<file path="src/rtl/irqrd_pkg.sv">
package irqrd_pkg;

  localparam int ENTRY_W = 31;
  localparam logic [31:0] MSG_BASE = 32'hFEE0_0000;
  localparam int DEST_SHIFT = 12;
  localparam int DMODE_SHIFT = 2;

  typedef struct packed {
    logic [15:0] dest;
    logic        masked;
    logic        level;
    logic        rirr;
    logic        dest_mode;
    logic [2:0]  deliv;
    logic [7:0]  vector;
  } rte_t;

  function automatic logic [31:0] form_addr(rte_t e);
    return MSG_BASE
         | ({16'h0, e.dest} << DEST_SHIFT)
         | ({31'h0, e.dest_mode} << DMODE_SHIFT);
  endfunction

  function automatic logic [31:0] form_data(rte_t e);
    return {16'h0, e.level, 4'h0, e.deliv, e.vector};
  endfunction

endpackage

</file>
<file path="src/rtl/irqrd_pending.sv">
module irqrd_pending #(
  parameter int NUM_PINS   = 24,
  parameter int LEGACY_SRC = 0,
  parameter int LEGACY_DST = 2,
  localparam int PW = $clog2(NUM_PINS)
) (
  input  logic                clk,
  input  logic                rst_n,
  input  logic                req_valid,
  input  logic [PW-1:0]       req_pin,
  input  logic                req_level,
  input  logic [NUM_PINS-1:0] lvl_vec,
  input  logic [NUM_PINS-1:0] mask_vec,
  input  logic [NUM_PINS-1:0] rirr_vec,
  input  logic [NUM_PINS-1:0] dispatch_clr,
  output logic [NUM_PINS-1:0] irr_q,
  output logic                scan_kick
);

  logic [PW-1:0]       pin_eff;
  logic                in_range;
  logic [NUM_PINS-1:0] req_oh;
  logic [NUM_PINS-1:0] set_vec;
  logic [NUM_PINS-1:0] lvl_clr_vec;
  logic [NUM_PINS-1:0] drop_vec;
  logic                is_lvl, is_masked, has_rirr;

  assign pin_eff  = (req_pin == PW'(LEGACY_SRC)) ? PW'(LEGACY_DST) : req_pin;
  assign in_range = ({1'b0, pin_eff} < (PW+1)'(NUM_PINS));
  assign req_oh   = (req_valid && in_range) ? (NUM_PINS'(1) << pin_eff) : '0;

  assign is_lvl    = |(req_oh & lvl_vec);
  assign is_masked = |(req_oh & mask_vec);
  assign has_rirr  = |(req_oh & rirr_vec);

  always_comb begin
    set_vec     = '0;
    lvl_clr_vec = '0;
    drop_vec    = '0;
    scan_kick   = 1'b0;
    if (req_oh != '0) begin
      if (is_lvl) begin
        if (req_level) begin
          set_vec   = req_oh;
          scan_kick = !has_rirr;
        end else begin
          lvl_clr_vec = req_oh;
        end
      end else if (req_level) begin
        if (is_masked) begin
          drop_vec = req_oh;
        end else begin
          set_vec   = req_oh;
          scan_kick = 1'b1;
        end
      end
    end
  end

  always_ff @(posedge clk) begin
    if (!rst_n) irr_q <= '0;
    else        irr_q <= (irr_q & ~dispatch_clr & ~lvl_clr_vec) | set_vec;
  end

  assert_level_clear_R2: assert property (@(posedge clk) disable iff (!rst_n)
    (lvl_clr_vec != '0) |=> ((irr_q & $past(lvl_clr_vec)) == '0));

  assert_masked_drop_R3: assert property (@(posedge clk) disable iff (!rst_n)
    (drop_vec != '0) |=> (((irr_q ^ $past(irr_q)) & $past(drop_vec)) == '0));

endmodule

</file>
<file path="src/rtl/irqrd_pick.sv">
module irqrd_pick #(
  parameter int NUM_PINS = 24
) (
  input  logic [NUM_PINS-1:0] elig,
  output logic [NUM_PINS-1:0] grant,
  output logic                any
);

  function automatic logic [NUM_PINS-1:0] lowest_set(logic [NUM_PINS-1:0] v);
    return v & (~v + NUM_PINS'(1));
  endfunction

  assign grant = lowest_set(elig);
  assign any   = |elig;

  always_comb begin
    assert_grant_lowest_R4: assert (((grant - NUM_PINS'(1)) & elig & {NUM_PINS{grant != '0}}) == '0);
    assert_grant_subset_R4: assert ($onehot0(grant) && ((grant & ~elig) == '0));
  end

endmodule

</file>
<file path="src/rtl/irq_redirect_dispatch.sv">
module irq_redirect_dispatch #(
  parameter int NUM_PINS   = 24,
  parameter int LEGACY_SRC = 0,
  parameter int LEGACY_DST = 2
) (
  input  logic                                 clk,
  input  logic                                 rst_n,
  input  logic                                 req_valid,
  input  logic [$clog2(NUM_PINS)-1:0]          req_pin,
  input  logic                                 req_level,
  input  logic [NUM_PINS*irqrd_pkg::ENTRY_W-1:0] tbl_entries,
  input  logic                                 tbl_write,
  output logic [NUM_PINS-1:0]                  set_rirr,
  output logic [NUM_PINS-1:0]                  pending_irr,
  output logic                                 msg_valid,
  input  logic                                 msg_ready,
  output logic [31:0]                          msg_addr,
  output logic [31:0]                          msg_data
);
  import irqrd_pkg::*;

  rte_t                rte [NUM_PINS];
  logic [NUM_PINS-1:0] lvl_vec, mask_vec, rirr_vec;
  logic [NUM_PINS-1:0] irr_q, scan_set_q, elig, grant, dispatch_clr;
  logic                scan_kick, slot_free, load;
  logic [ENTRY_W-1:0]  sel_raw;
  rte_t                sel;

  for (genvar i = 0; i < NUM_PINS; i++) begin : g_unpack
    assign rte[i]      = rte_t'(tbl_entries[i*ENTRY_W +: ENTRY_W]);
    assign lvl_vec[i]  = rte[i].level;
    assign mask_vec[i] = rte[i].masked;
    assign rirr_vec[i] = rte[i].rirr;
  end

  irqrd_pending #(
    .NUM_PINS(NUM_PINS), .LEGACY_SRC(LEGACY_SRC), .LEGACY_DST(LEGACY_DST)
  ) u_pending (
    .clk(clk), .rst_n(rst_n),
    .req_valid(req_valid), .req_pin(req_pin), .req_level(req_level),
    .lvl_vec(lvl_vec), .mask_vec(mask_vec), .rirr_vec(rirr_vec),
    .dispatch_clr(dispatch_clr), .irr_q(irr_q), .scan_kick(scan_kick)
  );

  assign slot_free = !msg_valid || msg_ready;
  assign elig = slot_free ? (scan_set_q & irr_q & ~mask_vec & ~(lvl_vec & rirr_vec)) : '0;

  irqrd_pick #(.NUM_PINS(NUM_PINS)) u_pick (
    .elig(elig), .grant(grant), .any(load)
  );

  assign set_rirr     = grant & lvl_vec;
  assign dispatch_clr = grant & ~lvl_vec;
  assign pending_irr  = irr_q;

  always_comb begin
    sel_raw = '0;
    for (int i = 0; i < NUM_PINS; i++)
      if (grant[i]) sel_raw = sel_raw | rte[i];
  end
  assign sel = rte_t'(sel_raw);

  always_ff @(posedge clk) begin
    if (!rst_n) begin
      scan_set_q <= '0;
    end else if (scan_kick || tbl_write) begin
      scan_set_q <= '1;
    end else if (slot_free) begin
      scan_set_q <= load ? (scan_set_q & ~grant) : '0;
    end
  end

  always_ff @(posedge clk) begin
    if (!rst_n) begin
      msg_valid <= 1'b0;
      msg_addr  <= '0;
      msg_data  <= '0;
    end else if (load) begin
      msg_valid <= 1'b1;
      msg_addr  <= form_addr(sel);
      msg_data  <= form_data(sel);
    end else if (msg_ready) begin
      msg_valid <= 1'b0;
    end
  end

  assert_msg_hold_R10: assert property (@(posedge clk) disable iff (!rst_n)
    (msg_valid && !msg_ready) |=> (msg_valid && $stable(msg_addr) && $stable(msg_data)));

  assert_rirr_onehot_R5: assert property (@(posedge clk) disable iff (!rst_n)
    $onehot0(set_rirr));

  assert_rirr_with_msg_R5: assert property (@(posedge clk) disable iff (!rst_n)
    (set_rirr != '0) |=> (msg_valid && msg_data[15]));

  assert_level_keeps_irr_R5: assert property (@(posedge clk) disable iff (!rst_n)
    (set_rirr != '0 && !req_valid) |=> ((pending_irr & $past(set_rirr)) == $past(set_rirr)));

  assert_edge_clears_irr_R5: assert property (@(posedge clk) disable iff (!rst_n)
    (dispatch_clr != '0 && !req_valid) |=> ((pending_irr & $past(dispatch_clr)) == '0));

  assert_no_resend_R6: assert property (@(posedge clk) disable iff (!rst_n)
    (set_rirr & rirr_vec) == '0);

  assert_addr_frame_R7: assert property (@(posedge clk) disable iff (!rst_n)
    msg_valid |-> (msg_addr[31:28] == 4'hF && msg_addr[11:3] == '0 && msg_addr[1:0] == '0));

  assert_data_frame_R8: assert property (@(posedge clk) disable iff (!rst_n)
    msg_valid |-> (msg_data[31:16] == '0 && msg_data[14:11] == '0));

endmodule

</file>
<file path="config.mk">
export PLATFORM = sky130hd
export DESIGN_NAME = irq_redirect_dispatch
export DESIGN_NICKNAME = d
export VERILOG_FILES = /design/src/rtl/irqrd_pkg.sv /design/src/rtl/irqrd_pending.sv /design/src/rtl/irqrd_pick.sv /design/src/rtl/irq_redirect_dispatch.sv
export SDC_FILE = /design/constraint.sdc
export NUM_CORES = 1
export LEC_CHECK = 0
export ABC_AREA = 1
export BUFFER_PORTS_ARGS = -buffer_cell sky130_fd_sc_hd__buf_2
export CORE_AREA = 4 4 338 340
export CTS_CLUSTER_SIZE = 8
export DETAILED_ROUTE_END_ITERATION = 8
export DIE_AREA = 0 0 342 344
export GPL_ROUTABILITY_DRIVEN = 0
export SETUP_SLACK_MARGIN = 0.05
export SLEW_MARGIN = 20
export SYNTH_ARGS = -nofsm -noshare
export SYNTH_HDL_FRONTEND = slang
export SYNTH_SLANG_ARGS = --single-unit
</file>
<file path="constraint.sdc">
create_clock -name clk -period 6.1 [get_ports clk]
set_input_delay 1.22 -clock clk [delete_from_list [all_inputs] [get_ports clk]]
set_output_delay 1.22 -clock clk [all_outputs]
set_load 0.005 [all_outputs]
</file>
==> results.sh <==
export IMPL_die_w_um=342
export IMPL_finalMaxSlewViolations=0
export IMPL_yosysTopAreaCell="nand2_1"
export IMPL_worstSetupPathType="input port to primary output"
export IMPL_via_per_inst=4.13
export IMPL_clock_latency_ns=0.39
export IMPL_finClkSkew_ns=0.0250
export IMPL_cts_tree="built"
export IMPL_async_reset_ff_frac=0
export IMPL_synth_most_common_cell="nand2_1"
export IMPL_synth_cells=1949
export IMPL_core_area_um2=112000
export IMPL_synth_top_cell_area_share=0.209
export IMPL_area_growth_pct=53.9
export IMPL_clk_pin_slew_ns=0.08
export IMPL_pre_cts_ws_ns=0.799
export IMPL_reg2reg_depth=15
export IMPL_rows=123
export IMPL_num_vias=17200
export IMPL_initialDrtViolationCount=2307
export IMPL_hold_buffers=0
export IMPL_drive_gt1_frac=0.327
export IMPL_netlist_area_um2=10100
export IMPL_clock_sinks=73
export IMPL_io_pin_count=868
export IMPL_power_leakage_nw=8.10
export IMPL_hold_start="scan_set_q[3]"
export IMPL_yosys_register_bits=73
export IMPL_grtUsageTotal=0.172
export IMPL_cts_buffers=9
export IMPL_ir_drop_uv=119
export IMPL_dp_hpwl_mm=95.5
export IMPL_nets=3351
export IMPL_finalSetupViolCount=0
export IMPL_seq_area_frac_synth=0.144
export IMPL_synth_edf_count=0
export IMPL_clockRootBuffer="clkbuf_16"
export IMPL_max_freq_ghz=0.183
export IMPL_final_hold_viol_count=0
export IMPL_wirelength_mm=108
export IMPL_fillers=13300
export IMPL_slew_headroom=0.319
export IMPL_synth_cell_types=40
export IMPL_min_path_type="flip-flop to flip-flop"
export IMPL_start_util=0.0908
export IMPL_finalCritPeriodShare=0.894
export IMPL_r2r_start="msg_valid"
export IMPL_grt_pass1_wl_mm=135
export IMPL_setup_ws_ns=0.644
export IMPL_crit_fanout=22
export IMPL_dieHeight_um=344
export IMPL_clock_path_buffers=2
export IMPL_grt_max_degree=41
export IMPL_postRouteAntennaNets=0
export IMPL_tightest_slew_ns=1.02
export IMPL_hold_depth=2
export IMPL_post_cts_resize_count=0
export IMPL_fin_util=0.140
export IMPL_route_detailed_drc=0
export IMPL_synth_common_cells="564 x nand2_1, 353 x nand3_1, 312 x nor2_1, 204 x inv_1, 114 x nand4_1"
export IMPL_power_mw=1.55
export IMPL_synth_area_leaders="nand2_1 21%, nand3_1 17%, dfxtp_1 14%"
export IMPL_wl_per_cell_um=26.1
export IMPL_maxCapViolations=0
export IMPL_place_area_um2=15100
export IMPL_p_per_area_nw_per_um2=99.1
export IMPL_rsz0062_at_grt="no"
export IMPL_crit_arrival_ns=4.24
export IMPL_instances_no_fill=4163
export IMPL_cts_htree_levels=3
export IMPL_grt_pass1_vias=15300
export IMPL_setup_tns_ns=0
export IMPL_drtPass1Iterations=6
export IMPL_outcome="complete, no violations"
export IMPL_grt_ovfl_total=0
export IMPL_dp_cells=4085
export IMPL_fp_dieArea_um2=118000
export IMPL_endpoint_kind="primary output"
export IMPL_whs_ns=0.491
export IMPL_yosysWarnings=0
export IMPL_synth_avg_cell_area_um2=5.20
export IMPL_port_buffers=692
export IMPL_postCtsSetupBuffers=0
export IMPL_setup_worst_path_start_class="input port"
export IMPL_cp_data_required_time_ns=4.88
export IMPL_stdcell_area_um2=15600
export IMPL_ys_flop_type="dfxtp_1"
export IMPL_antenna_found_initial=148
export IMPL_period_minus_slack_ns=5.46
export IMPL_cp_startpoint="msg_ready"
[cells in the final DEF, fill, tap and decap left out, types with 31 or more instances in the layout]
cell type  count
a21oi_1       44
buf_2        692
buf_4         35
conb_1        31
dfxtp_1       73
diode_2       62
inv_1        204
nand2_1      564
nand3_1      353
nand4_1      114
nor2_1       302
nor2_2        32
[critical path, stage by stage]
cell and delay [ns]:
buf_2 0.10, inv_1 0.06, nand2_2 0.28, buf_4 0.36, nand2_1 0.10, nor2_2 0.12, nor2_1 0.19, nand2_1 0.17
nor2_1 0.23, nand3_1 0.15, inv_1 0.72, nand2_1 0.23, inv_1 0.10, buf_2 0.19
[report_power, final]
part	total (mW)	internal [mW]	switching (mW)
registers	0.504	0.493	0.0110
logic	0.395	0.174	0.221
clock network	0.647	0.327	0.320
[final timing paths]
kind                                       to  slack (ns)
worst max register to register    msg_data[6]        2.02
worst max-delay path             set_rirr[11]        0.64
worst min register to register  scan_set_q[3]        0.49
worst min-delay path            scan_set_q[3]        0.49
[sequential cells by signal (all words and copies together) (netlist names)]
name             count
msg_valid            1
msg_addr            12
scan_set_q          24
u_pending.irr_q     24
msg_data            12
[cell families (layout without fill, tap and decap cells)]
logic type             Yosys count  in the layout  share of synthesized area
AO/OA/AOI/OAI                   92             92                     0.0535
other                            1             93                   0.000370
flip-flops                      73             73                      0.144
buffers and inverters          340            962                      0.156
AND/OR/NAND/NOR               1443           1443                      0.646
[final cells by class]
cell class / count / area [µm²] / area share
multi-input combinational: 1566 / 7250 / 0.464
timing repair buffer: 727 / 3730 / 0.239
tap: 1500 / 1880 / 0.120
sequential: 73 / 1460 / 0.0937
inverter: 219 / 827 / 0.0530
clock buffer: 9 / 225 / 0.0144
antenna: 62 / 155 / 0.00995
clock inverter: 7 / 82.6 / 0.00529
[layer usage]
metal / vias to the layer above / part of all wire / GRT usage
li1: 7600 / - / -
met1: 7807 / 0.35 / 0.190
met2: 1387 / 0.43 / 0.260
met3: 307 / 0.17 / 0.118
met4: 94 / 0.038 / 0.0645
met5: - / 0.0055 / 0
Note: power is estimated with default switching activity, not from simulation.
